File: config.mk
export PLATFORM = sky130hd
export DESIGN_NAME = rate_timer
export DESIGN_NICKNAME = d
export VERILOG_FILES = /design/src/rtl/rt_pkg.sv /design/src/rtl/rt_cfg.sv /design/src/rtl/rt_prescale.sv /design/src/rtl/rt_timeout.sv /design/src/rtl/rate_timer.sv
export SDC_FILE = /design/constraint.sdc
export NUM_CORES = 1
export LEC_CHECK = 0
export ABC_AREA = 1
export CELL_PAD_IN_SITES_DETAIL_PLACEMENT = 1
export CELL_PAD_IN_SITES_GLOBAL_PLACEMENT = 1
export CORE_MARGIN = 1.5
export CORE_UTILIZATION = 35
export DETAILED_ROUTE_END_ITERATION = 8
export PLACE_DENSITY_LB_ADDON = 0.1
export SKIP_CTS_REPAIR_TIMING = 1
export SKIP_LAST_GASP = 1
export SLEW_MARGIN = 0
export SYNTH_ARGS = -nofsm -noshare
export SYNTH_HDL_FRONTEND = slang
export SYNTH_SLANG_ARGS = --single-unit
File: constraint.sdc
create_clock -name clk -period 3.1 [get_ports clk]
set_input_delay 0.62 -clock clk [delete_from_list [all_inputs] [get_ports clk]]
set_output_delay 0.62 -clock clk [all_outputs]
set_load 0.01 [all_outputs]
File: src/rtl/rt_pkg.sv
package rt_pkg;
  localparam int BASE_DIV = 8;
  localparam int MAX_PRE  = 4;
  localparam int CKW      = 2;
  localparam int PRW      = 3;
  localparam int SHW      = 3;

  function automatic logic cfg_ok(input logic [CKW-1:0] ck, input logic [PRW-1:0] pre);
    case (ck)
      2'd0, 2'd1: cfg_ok = (pre == '0);
      2'd2:       cfg_ok = (pre <= PRW'(MAX_PRE));
      default:    cfg_ok = 1'b0;
    endcase
  endfunction
endpackage

File: src/rtl/rt_cfg.sv
module rt_cfg
  import rt_pkg::*;
(
  input  logic           clk,
  input  logic           rst,
  input  logic [CKW-1:0] ck_in,
  input  logic [PRW-1:0] pre_in,
  output logic [CKW-1:0] ck_q,
  output logic [PRW-1:0] pre_q,
  output logic [SHW-1:0] shift_q,
  output logic           chg_q
);
  logic take;
  assign take = cfg_ok(ck_in, pre_in) && ((ck_in != ck_q) || (pre_in != pre_q));

  always_ff @(posedge clk) begin
    if (rst) begin
      ck_q    <= '0;
      pre_q   <= '0;
      shift_q <= '0;
      chg_q   <= 1'b0;
    end else begin
      chg_q <= take;
      if (take) begin
        ck_q    <= ck_in;
        pre_q   <= pre_in;
        shift_q <= SHW'(ck_in) + SHW'(pre_in);
      end
    end
  end
endmodule

File: src/rtl/rt_prescale.sv
module rt_prescale
  import rt_pkg::*;
#(
  parameter int BDIV = BASE_DIV,
  parameter int MPRE = MAX_PRE
) (
  input  logic           clk,
  input  logic           rst,
  input  logic           clr,
  input  logic [PRW-1:0] pre,
  output logic           tick
);
  localparam int MAXDIV = BDIV << MPRE;
  localparam int CW     = $clog2(MAXDIV);

  logic [CW-1:0] cnt;
  logic [CW-1:0] lim;

  always_comb lim = CW'((BDIV << pre) - 1);

  always_ff @(posedge clk) begin
    if (rst || clr) begin
      cnt  <= '0;
      tick <= 1'b0;
    end else if (cnt == lim) begin
      cnt  <= '0;
      tick <= 1'b1;
    end else begin
      cnt  <= cnt + 1'b1;
      tick <= 1'b0;
    end
  end
endmodule

File: src/rtl/rt_timeout.sv
module rt_timeout #(
  parameter int NT = 4,
  parameter int TCW = 8,
  parameter logic [NT*TCW-1:0] TC_VEC = '1,
  parameter int IDLE_SEL = 0,
  localparam int SW = $clog2(NT)
) (
  input  logic          clk,
  input  logic          rst,
  input  logic          abort,
  input  logic          tick,
  input  logic          start,
  input  logic [SW-1:0] sel,
  output logic          pulse,
  output logic          idle_pulse
);
  logic [TCW-1:0] tcs [NT];
  logic [TCW-1:0] cnt;
  logic [SW-1:0]  sel_q;
  logic           run;

  for (genvar i = 0; i < NT; i++) begin : g_tc
    assign tcs[i] = TC_VEC[i*TCW +: TCW];
  end

  always_ff @(posedge clk) begin
    if (rst) begin
      run        <= 1'b0;
      cnt        <= '0;
      sel_q      <= '0;
      pulse      <= 1'b0;
      idle_pulse <= 1'b0;
    end else begin
      pulse      <= 1'b0;
      idle_pulse <= 1'b0;
      if (abort) begin
        run <= 1'b0;
      end else if (start) begin
        run   <= 1'b1;
        cnt   <= '0;
        sel_q <= sel;
      end else if (run && tick) begin
        if (cnt == tcs[sel_q] - 1'b1) begin
          run        <= 1'b0;
          pulse      <= 1'b1;
          idle_pulse <= (sel_q == SW'(IDLE_SEL));
        end else begin
          cnt <= cnt + 1'b1;
        end
      end
    end
  end
endmodule

File: src/rtl/rate_timer.sv
module rate_timer
  import rt_pkg::*;
#(
  parameter int TCW = 8,
  parameter logic [TCW-1:0] TC_IDLE = 8'd205,
  parameter logic [TCW-1:0] TC_RESP = 8'd4,
  parameter logic [TCW-1:0] TC_LONG = 8'd17,
  parameter logic [TCW-1:0] TC_AUX  = 8'd1
) (
  input  logic           clk,
  input  logic           rst,
  input  logic [1:0]     clk_sel,
  input  logic [2:0]     pre_sel,
  input  logic           tmr_start,
  input  logic [1:0]     tmr_sel,
  output logic           bit_tick,
  output logic           tmo_pulse,
  output logic           idle_tmo,
  output logic [2:0]     scale_shift
);
  localparam int NT = 4;
  localparam logic [NT*TCW-1:0] TC_VEC = {TC_AUX, TC_LONG, TC_RESP, TC_IDLE};

  logic [CKW-1:0] ck_q;
  logic [PRW-1:0] pre_q;
  logic           chg;

  rt_cfg u_cfg (
    .clk(clk), .rst(rst), .ck_in(clk_sel), .pre_in(pre_sel),
    .ck_q(ck_q), .pre_q(pre_q), .shift_q(scale_shift), .chg_q(chg)
  );

  rt_prescale #(.BDIV(BASE_DIV), .MPRE(MAX_PRE)) u_pre (
    .clk(clk), .rst(rst), .clr(chg), .pre(pre_q), .tick(bit_tick)
  );

  rt_timeout #(.NT(NT), .TCW(TCW), .TC_VEC(TC_VEC), .IDLE_SEL(0)) u_tmo (
    .clk(clk), .rst(rst), .abort(chg), .tick(bit_tick),
    .start(tmr_start), .sel(tmr_sel), .pulse(tmo_pulse), .idle_pulse(idle_tmo)
  );

  logic unused_ck;
  assign unused_ck = ^ck_q;
endmodule

==> reports/results.ini <==
[layout]
antenna_cells=0
fin_nets=265
final-seq-area_sq_um=600.6
multi_input_area_sq_um=882.1
area_growth_pct=18.14
final_cell_area_sq_um=1907
fillers=556
drive_gt1_share_pct=8.765

[pwr]
p_per_area_nw_per_um2=453.8
max-vdd-ir-drop_uv=221.4
leakage_nw=0.8050

[detailed_routing]
firstDrtPassIters=4
wirelength_mm=3.744
vias=1467
vias_per_cell=4.842
ant_nets=0
drc_errors=0
drt_iter0_drc=55
avgRoutedWirePerCell_um=12.36

[synth]
yosysWarnings=0
synth_top_area_share_pct=37.21
synth_seq_cells=30
synth_area_per_cell_sq_um=6.987
syn_inst=231
synthArstFlopShare_pct=0
synth_largest_area_cell=dfxtp_1
synth.top_cells.by_area=dfxtp_1 37%, nand2_1 11%, nor2_1 10%
ys.flop_type=dfxtp_1
synth_area_sq_um=1614
syn_nets=246
yosysSeqAreaShare_pct=37.21
synth.distinct_cells=27
yosysMostFrequentCell=nand2_1
synth_top_cells_by_count=46 x nand2_1, 43 x nor2_1, 30 x dfxtp_1
synth_edf_count=0

[critical_path]
r2r.worst_path.cells=8
worstPathArrival_ps=2070
end_kind=flip-flop
crit_type=in -> reg
critPathRequiredTime_ps=3280
critPathMaxFanout=4
startpoint_type=primary input

[clocking]
clk_latency_ps=280
clkTransAtPathRegs_ps=70
htreeDepth=2
cts_tree=built
numClockSinks=30
cts_max_path_buffers=2
cts-root-buf=clkbuf_8
cts_buffers=5

[die]
dieArea_sq_um=5028
die_h_um=70.91
fp.coreArea_sq_um=4384
io_pins=16
fp.dieW_um=70.91
rows=24
initial_core_util_pct=36.82

[run]
drv_cap=0

[placed_design]
dpl-instance-area_sq_um=1815
io_buffers=15
dp_hpwl_mm=2.943
place.gp.congestion=0.8056

[sta]
worst_slew_pin_slew_ps=381.6
final_max_slew_viol_count=0
whs_ps=467.6
period_share_pct=61.01
max_freq_mhz=528.8
setup_tns_ps=0
hold_viol_final=0
slew_headroom_pct=74.53
setup_viol=0
rsz0062_at_grt=no
fin_skew_ps=7.046
fin_crit_ps=1891

[global_routing]
grt_antenna_before_repair=0
grt_max_degree=13
grt_pass1_wl_mm=6.810
grt_pass1_vias=1562
grt_overflow=0
grt_util_all_layers_pct=16.92

[outcome]
status=finished clean

[hold_path]
whs_path_depth=1
hold_class=reg -> reg

## kinds of logic after synthesis
logic type | after synthesis | share of synthesized area, %
buffers and inverters | 33 | 8.139
adder cells (fa/ha/maj) | 5 | 4.341
AO/OA/AOI/OAI | 24 | 8.295
XOR/XNOR | 12 | 6.512
AND/OR/NAND/NOR | 127 | 35.51
flip-flops | 30 | 37.21
## metrics by stage
step                setup WS, ps  util (%)  instances  power [mW]
global placement           927.8     41.41        295      0.5534
finish                      1209     43.49        303      0.8652
detailed placement         907.6     41.41        295      0.5563
floorplan                   1558         -        231      0.5134
global route                1104     43.49        303      0.9170
CTS                         1211     43.49        303      0.8827
## layout make-up
class	instances	area share, %
clock inverters	1	0.2625
well taps	52	3.412
clock buffers	7	4.528
flip-flops and latches	30	31.50
multi-input cells	168	46.26
repair buffers	15	7.874
inverters	30	6.168
## state kept, by name (all words and copies together), names as in the netlist
register	count
u_cfg.chg_q	1
u_cfg.ck_q	2
u_pre.cnt	7
u_pre.tick	1
u_cfg.pre_q	3
u_tmo.run	1
u_tmo.idle_pulse	1
u_tmo.cnt	8
u_tmo.sel_q	2
u_tmo.pulse	1
u_cfg.shift_q	3
## path summary, 6_finish.rpt
check	startpoint	endpoint	slack [ps]
setup / recovery	pre_sel[0]	u_cfg.shift_q[2]$_SDFFE_PP0P_	1210
hold / removal	u_pre.cnt[0]$_SDFF_PP0_	u_pre.cnt[0]$_SDFF_PP0_	470
setup reg to reg	u_cfg.pre_q[2]$_SDFFE_PP0P_	u_pre.cnt[4]$_SDFF_PP0_	1390
hold reg to reg	u_pre.cnt[0]$_SDFF_PP0_	u_pre.cnt[0]$_SDFF_PP0_	470
## worst max-delay path, stage by stage
cell and delay, ps:
clkdlybuf4s50_1 540, ha_1 170, inv_1 50, fa_1 380, xnor2_1 140, o21ai_1 130
nor2_1 50
## cell usage in the layout (no fill, tap or decap), drive strengths merged
cell / count
nor2: 44
nand2: 50
xnor2: 6
xor2: 6
dfxtp: 30
clkdlybuf4s50: 15
a21oi: 11
clkinv: 2
ha: 4
fa: 1
or2: 1
nand3b: 1
nand3: 21
o211ai: 1
nor3: 6
clkbuf: 7
inv: 29
o21ai: 12
nor3b: 1
nand4: 3
## routing by layer
layer	up-vias	GRT usage (%)	wire length [um]
li1	767	-	-
met1	680	21.43	1794
met2	13	28.76	1808
met3	7	2.564	73
met4	0	6.918	67
met5	-	0	0
## report_power, final
group / total (mW) / internal (mW) / leakage (nW) / switching [mW]
logic: 0.130 / 0.0563 / 0.512 / 0.0734
registers: 0.415 / 0.402 / 0.245 / 0.0129
clock network: 0.320 / 0.179 / 0.0482 / 0.142
No activity file was read; power rests on OpenSTA's default activity.
